<file path="src/rtl/exu_pkg.sv">
// Shared encodings for the integer execution unit.
// Assumes the function and condition codes of the instruction decoder.
package exu_pkg;
    typedef enum logic [1:0] {
        FN_ADD = 2'd0,
        FN_SUB = 2'd1,
        FN_AND = 2'd2,
        FN_XOR = 2'd3
    } fn_e;

    typedef enum logic [2:0] {
        CC_ALWAYS = 3'd0,
        CC_LE     = 3'd1,
        CC_LT     = 3'd2,
        CC_EQ     = 3'd3,
        CC_NE     = 3'd4,
        CC_GE     = 3'd5,
        CC_GT     = 3'd6,
        CC_NEVER  = 3'd7
    } cc_e;

    typedef struct packed {
        logic zf;
        logic sf;
        logic ovf;
    } flags_t;

    localparam flags_t FLAGS_RST = '{zf: 1'b1, sf: 1'b0, ovf: 1'b0};
endpackage

</file>
<file path="src/rtl/exu_alu_core.sv">
// Combinational datapath: add, subtract (B - A), AND, XOR, and the
// candidate flags for the result. One adder serves both add and subtract:
// A is inverted and the carry-in is raised for subtract.
// Assumes two's-complement operands of width W.
module exu_alu_core #(
    parameter int W = 32
) (
    input  logic [W-1:0]    a,
    input  logic [W-1:0]    b,
    input  logic [1:0]      fn,
    output logic [W-1:0]    res,
    output exu_pkg::flags_t nxt
);
    import exu_pkg::*;

    localparam int MSB = W - 1;

    fn_e          fn_q;
    logic         is_sub;
    logic [W-1:0] a_adj;
    logic [W-1:0] sum;
    logic         arith_ovf;

    // Decode the function code and build the adder operand.
    always_comb begin
        fn_q   = fn_e'(fn);
        is_sub = (fn_q == FN_SUB);
        a_adj  = is_sub ? ~a : a;
    end

    // Shared adder for add and subtract.
    always_comb begin
        sum = b + a_adj + {{(W-1){1'b0}}, is_sub};
    end

    // Signed overflow: adder inputs share a sign that the sum does not.
    always_comb begin
        arith_ovf = (a_adj[MSB] == b[MSB]) && (sum[MSB] != b[MSB]);
    end

    // Result select and candidate flags.
    always_comb begin
        unique case (fn_q)
            FN_ADD, FN_SUB: res = sum;
            FN_AND:         res = a & b;
            default:        res = a ^ b;
        endcase
        nxt.zf  = (res == '0);
        nxt.sf  = res[MSB];
        nxt.ovf = (fn_q == FN_ADD || fn_q == FN_SUB) ? arith_ovf : 1'b0;
    end
endmodule

</file>
<file path="src/rtl/exu_flag_reg.sv">
// Three-bit flag register. It loads when enabled and holds otherwise.
// Assumes a synchronous active-low reset that wins over the load.
module exu_flag_reg (
    input  logic            clk,
    input  logic            rst_n,
    input  logic            load,
    input  exu_pkg::flags_t d,
    output exu_pkg::flags_t q
);
    import exu_pkg::*;

    // Store the candidate flags on load, or the reset value.
    always_ff @(posedge clk) begin
        if (!rst_n)
            q <= FLAGS_RST;
        else if (load)
            q <= d;
    end

    a_r4_hold_flags: assert property (@(posedge clk) disable iff (!rst_n)
        !load |=> $stable(q))
        else $error("R4 flags changed without load");

    a_r5_reset_value: assert property (@(posedge clk) disable iff (!rst_n)
        $rose(rst_n) |-> (q.zf && !q.sf && !q.ovf))
        else $error("R5 wrong flag reset value");
endmodule

</file>
<file path="src/rtl/exu_cond_eval.sv">
// Condition evaluator shared by conditional jumps and conditional moves.
// Assumes code 0 is used only by jumps and code 7 is never issued on purpose.
module exu_cond_eval (
    input  exu_pkg::flags_t flg,
    input  logic [2:0]      sel,
    output logic            taken
);
    import exu_pkg::*;

    logic lt;

    // Signed less-than from the sign and overflow flags.
    always_comb lt = flg.sf ^ flg.ovf;

    // Pick the condition.
    always_comb begin
        unique case (cc_e'(sel))
            CC_ALWAYS: taken = 1'b1;
            CC_LE:     taken = lt | flg.zf;
            CC_LT:     taken = lt;
            CC_EQ:     taken = flg.zf;
            CC_NE:     taken = ~flg.zf;
            CC_GE:     taken = ~lt;
            CC_GT:     taken = ~lt & ~flg.zf;
            default:   taken = 1'b0;
        endcase
    end

    always_comb begin
        if (sel == 3'd0)
            a_r7_always_taken: assert (taken) else $error("R7 always not taken");
    end
endmodule

</file>
<file path="src/rtl/exu_alu_cc.sv">
// Top of the integer execution unit. It produces a combinational result,
// keeps the registered flags and evaluates conditions on those flags.
// Assumes inputs are stable around each rising clock edge.
module exu_alu_cc #(
    parameter int DATA_W = 32
) (
    input  logic              clk,
    input  logic              rst_n,
    input  logic [DATA_W-1:0] op_a,
    input  logic [DATA_W-1:0] op_b,
    input  logic [1:0]        fn_sel,
    input  logic              set_flags,
    input  logic [2:0]        cond_sel,
    output logic [DATA_W-1:0] result,
    output logic              zf_o,
    output logic              sf_o,
    output logic              of_o,
    output logic              cond_true
);
    import exu_pkg::*;

    flags_t flg_nxt;
    flags_t flg_q;

    exu_alu_core #(.W(DATA_W)) u_core (
        .a   (op_a),
        .b   (op_b),
        .fn  (fn_sel),
        .res (result),
        .nxt (flg_nxt)
    );

    exu_flag_reg u_flags (
        .clk   (clk),
        .rst_n (rst_n),
        .load  (set_flags),
        .d     (flg_nxt),
        .q     (flg_q)
    );

    exu_cond_eval u_cond (
        .flg   (flg_q),
        .sel   (cond_sel),
        .taken (cond_true)
    );

    // Drive the flag outputs from the register.
    always_comb begin
        zf_o = flg_q.zf;
        sf_o = flg_q.sf;
        of_o = flg_q.ovf;
    end

    a_r2_zero_sign: assert property (@(posedge clk) disable iff (!rst_n)
        set_flags |=> (zf_o == ($past(result) == '0)) && (sf_o == $past(result[DATA_W-1])))
        else $error("R2 flags do not match stored result");

    a_r3_logic_no_overflow: assert property (@(posedge clk) disable iff (!rst_n)
        (set_flags && fn_sel[1]) |=> !of_o)
        else $error("R3 overflow after logic op");
endmodule

</file>
<file path="config.mk">
export PLATFORM = sky130hd
export DESIGN_NAME = exu_alu_cc
export DESIGN_NICKNAME = d
export VERILOG_FILES = /design/src/rtl/exu_pkg.sv /design/src/rtl/exu_alu_core.sv /design/src/rtl/exu_flag_reg.sv /design/src/rtl/exu_cond_eval.sv /design/src/rtl/exu_alu_cc.sv
export SDC_FILE = /design/constraint.sdc
export NUM_CORES = 1
export LEC_CHECK = 0
export BUFFER_PORTS_ARGS = -buffer_cell sky130_fd_sc_hd__buf_2
export CAP_MARGIN = 20
export CORE_UTILIZATION = 55
export DETAILED_ROUTE_END_ITERATION = 10
export PLACE_DENSITY = 0.83
export SLEW_MARGIN = 20
export SYNTH_ARGS = -nofsm -noshare
export SYNTH_HDL_FRONTEND = slang
export SYNTH_SLANG_ARGS = --single-unit
</file>
<file path="constraint.sdc">
create_clock -name clk -period 5.8 [get_ports clk]
set_input_delay 0.87 -clock clk [delete_from_list [all_inputs] [get_ports clk]]
set_output_delay 0.87 -clock clk [all_outputs]
set_load 0.02 [all_outputs]
</file>
==> results.py <==
metrics = {
    "power_and_ir_drop": {
        "p_per_area_nw_per_um2": 165,
        "maximum_ir_drop_on_the_vdd_rail_uv": 91.1,
        "p_leak_nw": 2.08,
        "fin_total_pwr_uw": 725,
    },
    "die": {
        "boundaryPins": 108,
        "fp-row-count": 29,
        "placeableCoreArea_um2": 6530,
        "fp.dieH_um": 85.2,
        "effective_utilization_at_floorplan_pct": 58.3,
        "width_of_the_die_um": 85.2,
        "design.die.area_um2": 7260,
    },
    "worst_setup_path": {
        "start_kind": "input port",
        "critical_path.reg2reg.endpoint": "u_flags.q[0]",
        "timing_worst_setup_path_type": "in2out",
        "rrSetupSlack_ns": 5.08,
        "ff2ff_path_depth": 2,
        "timing.rr.start": "u_flags.q[0]",
        "worst_setup_path_end_kind": "output port",
        "worstPathRequired_ns": 4.93,
        "critical_path.max_fanout": 16,
        "cp.arrival_ns": 4.39,
    },
    "sta": {
        "final_critical_path_setup_slack_ns": 0.541,
        "tightestPinTransition_ns": 0.637,
        "slew_headroom_pct": 57.5,
        "finalHoldViolCount": 0,
        "fmax_mhz": 190,
        "fin_crit_sh_pct": 90.7,
        "worst_case_hold_slack_ns": 0.532,
        "layout_min_cycle_time_ns": 5.26,
        "timing.clock.skew_ns": 0,
        "unrepaired_setup_endpoints_after_global_routing": "no",
        "timing_max_transition_violations_final": 0,
        "setup-tns-final_ns": 0,
        "final_setup_viols": 0,
    },
    "detailed_routing": {
        "drt_wl_total_um": 10800,
        "detailroute.via_count": 4379,
        "remaining_drc_errors": 0,
        "drt_iter0_drc": 224,
        "drt-vias-per-instance": 6.32,
        "wire_per_inst_um": 15.5,
        "detailedRoute.firstPassIterationCount": 7,
        "drtAntennaViolNets": 0,
    },
    "finish": {
        "max_flop_register": "u_flags.q",
        "largest_register_ffs": 3,
        "commonest_non_fill_non_tap_cells_in_the_layout": "sky130_fd_sc_hd__buf_2 (107), sky130_fd_sc_hd__ha_1 (67), sky130_fd_sc_hd__nand2_1 (56)",
        "postLayoutCellArea_um2": 4390,
        "layout_commonest_cell": "sky130_fd_sc_hd__buf_2",
        "diodes": 0,
        "instances_no_fill": 693,
        "drive_above_1_share_pct": 21.6,
        "num-nets-final": 757,
        "area_growth_syn_to_layout_pct": 15.4,
        "reg.largest.list": "u_flags.q: 3 flops",
        "fin_util_pct": 67.3,
    },
    "hold_path": {
        "hold_path_depth": 2,
        "hold_path_startpoint": "u_flags.q[1]",
        "worst_hold_path.endpoint": "u_flags.q[1]",
        "worstHoldPathType": "reg2reg",
    },
    "clock_tree": {
        "cts_htree_levels": 1,
        "postCtsSetupBuffers": 0,
        "holdBufCountCts": 0,
        "tritoncts_clock_tree": "built",
        "sink_count": 3,
        "clock_tree.buffer_depth": 2,
        "clkTransAtPathRegs_ns": 0.03,
        "postcts_resize_cnt": 0,
        "cts-root-buf": "sky130_fd_sc_hd__clkbuf_8",
        "cts_made_buffers": 3,
        "clock_latency_ns": 0.21,
    },
    "placed_design": {
        "dp_hpwl_um": 8720,
        "place_worst_setup_slack_ns": 0.638,
        "routabilityCongestion": 0.995,
        "dpl-instance-area_um2": 4350,
        "buffer_ports.inserted": 107,
        "place_inst": 689,
    },
    "synth": {
        "dominantRegCellSynth": "sky130_fd_sc_hd__dfxtp_1",
        "ys_async_sr_fraction_pct": 0,
        "synthDominantCellAreaShare_pct": 22.0,
        "synth.yosys.warnings": 0,
        "synthesis.area_um2": 3810,
        "synthDistinctLibCells": 65,
        "yosysTopAreaCell": "sky130_fd_sc_hd__ha_1",
        "synth_edf_count": 0,
        "synth.top_cells.by_area": "sky130_fd_sc_hd__ha_1 (22%), sky130_fd_sc_hd__xnor2_1 (9.0%), sky130_fd_sc_hd__nand2_1 (5.5%), sky130_fd_sc_hd__mux2i_1 (5.3%), sky130_fd_sc_hd__a21oi_1 (5.0%)",
        "postSynthNetCount": 671,
        "flip_flop_and_latch_count_after_synthesis": 3,
        "synth_sequential_area_ratio_pct": 1.58,
        "syn_avg_cell_area_um2": 7.17,
        "cell_count_after_synthesis": 531,
    },
    "outcome": {
        "run_status": "complete, no violations",
    },
    "global_route": {
        "first_pass_grt_wire_length_um": 18000,
        "grtUsageTotal_pct": 29.2,
        "grt_max_degree": 65,
        "via_count_of_the_first_global_routing_pass": 4095,
        "grt_antenna_before_repair": 0,
        "globalRoute.totalOverflow": 0,
    },
    "flow_run": {
        "max_cap_check_violation_count": 0,
    },
}
[report_power, final]
part           leakage (nW)  total, mW  switching, mW  internal, mW
logic                  2.03      0.643          0.390         0.253
clock network        0.0228     0.0589         0.0122        0.0467
registers            0.0248     0.0237        0.00142        0.0223
total                  2.08      0.725          0.403         0.322
[cell usage after synthesis, types with 5 or more instances]
cell and count:
sky130_fd_sc_hd__o21a_1 8, sky130_fd_sc_hd__mux2i_1 20, sky130_fd_sc_hd__a211oi_1 9, sky130_fd_sc_hd__a211o_1 5, sky130_fd_sc_hd__a21oi_1 38, sky130_fd_sc_hd__clkbuf_1 22
sky130_fd_sc_hd__buf_1 6, sky130_fd_sc_hd__o211ai_1 13, sky130_fd_sc_hd__nand3_1 11, sky130_fd_sc_hd__nand2_1 56, sky130_fd_sc_hd__inv_1 11, sky130_fd_sc_hd__nor3_1 6
sky130_fd_sc_hd__xnor2_1 39, sky130_fd_sc_hd__mux2_2 9, sky130_fd_sc_hd__or3_1 5, sky130_fd_sc_hd__ha_1 67, sky130_fd_sc_hd__nor4_1 7, sky130_fd_sc_hd__o21ai_0 34
sky130_fd_sc_hd__nand4_1 10, sky130_fd_sc_hd__nor3b_1 7, sky130_fd_sc_hd__a21o_1 9, sky130_fd_sc_hd__nand2b_1 8, sky130_fd_sc_hd__nor2_1 41, sky130_fd_sc_hd__xor2_1 9
sky130_fd_sc_hd__nor2b_1 9
[kinds of logic (layout without fill, tap and decap cells)]
kind of cell / Yosys count / after routing / share of synthesized area (%)
compound gates: 159 / 159 / 28.4
xor+xnor: 48 / 48 / 11.0
fa+ha+maj: 68 / 68 / 22.5
buf+inv: 43 / 128 / 4.57
flops: 3 / 3 / 1.58
mux: 29 / 29 / 7.92
simple gates: 181 / 181 / 24.0
[critical path, cell delays in order]
cell                       delay [ns]
sky130_fd_sc_hd__buf_2           0.09
sky130_fd_sc_hd__clkinv_1        0.07
sky130_fd_sc_hd__nand2_1         0.25
sky130_fd_sc_hd__buf_4           0.36
sky130_fd_sc_hd__xnor2_1         0.16
sky130_fd_sc_hd__ha_1            0.31
sky130_fd_sc_hd__a21oi_1         0.28
sky130_fd_sc_hd__o21ai_0         0.25
sky130_fd_sc_hd__nor3_1          0.41
sky130_fd_sc_hd__o31ai_1         0.14
sky130_fd_sc_hd__a21oi_1         0.28
sky130_fd_sc_hd__o21ai_0         0.16
sky130_fd_sc_hd__mux2_2          0.30
sky130_fd_sc_hd__or2_2           0.29
sky130_fd_sc_hd__buf_2           0.16
[final cells by class]
cell class	instances	area [µm²]
multi-input combinational	485	3570
tap	77	96.3
clock buffer	4	45.0
fill	611	2140
timing repair buffer	112	573
inverter	12	45.0
sequential	3	60.1
[how the worst max path moves through the flow]
stage          cells past startpoint  slack, ns         end      start
2_1_floorplan                     14       0.11  result[24]  fn_sel[1]
3_3_place_gp                      14       0.77  result[29]  fn_sel[1]
3_5_place_dp                      15       0.64  result[30]  fn_sel[1]
4_1_cts                           15       0.64  result[30]  fn_sel[1]
5_1_grt                           15       0.32  result[30]  fn_sel[1]
6_report                          15       0.54  result[30]  fn_sel[1]
[layer usage]
layer | GRT usage, % | vias to the layer above | routed length (µm)
li1 | - | 2159 | -
met1 | 38.2 | 2031 | 4730
met2 | 54.5 | 180 | 5280
met3 | 1.17 | 9 | 633
met4 | 3.08 | 0 | 132
met5 | 0 | - | 0
(Power assumes the default switching activity.)
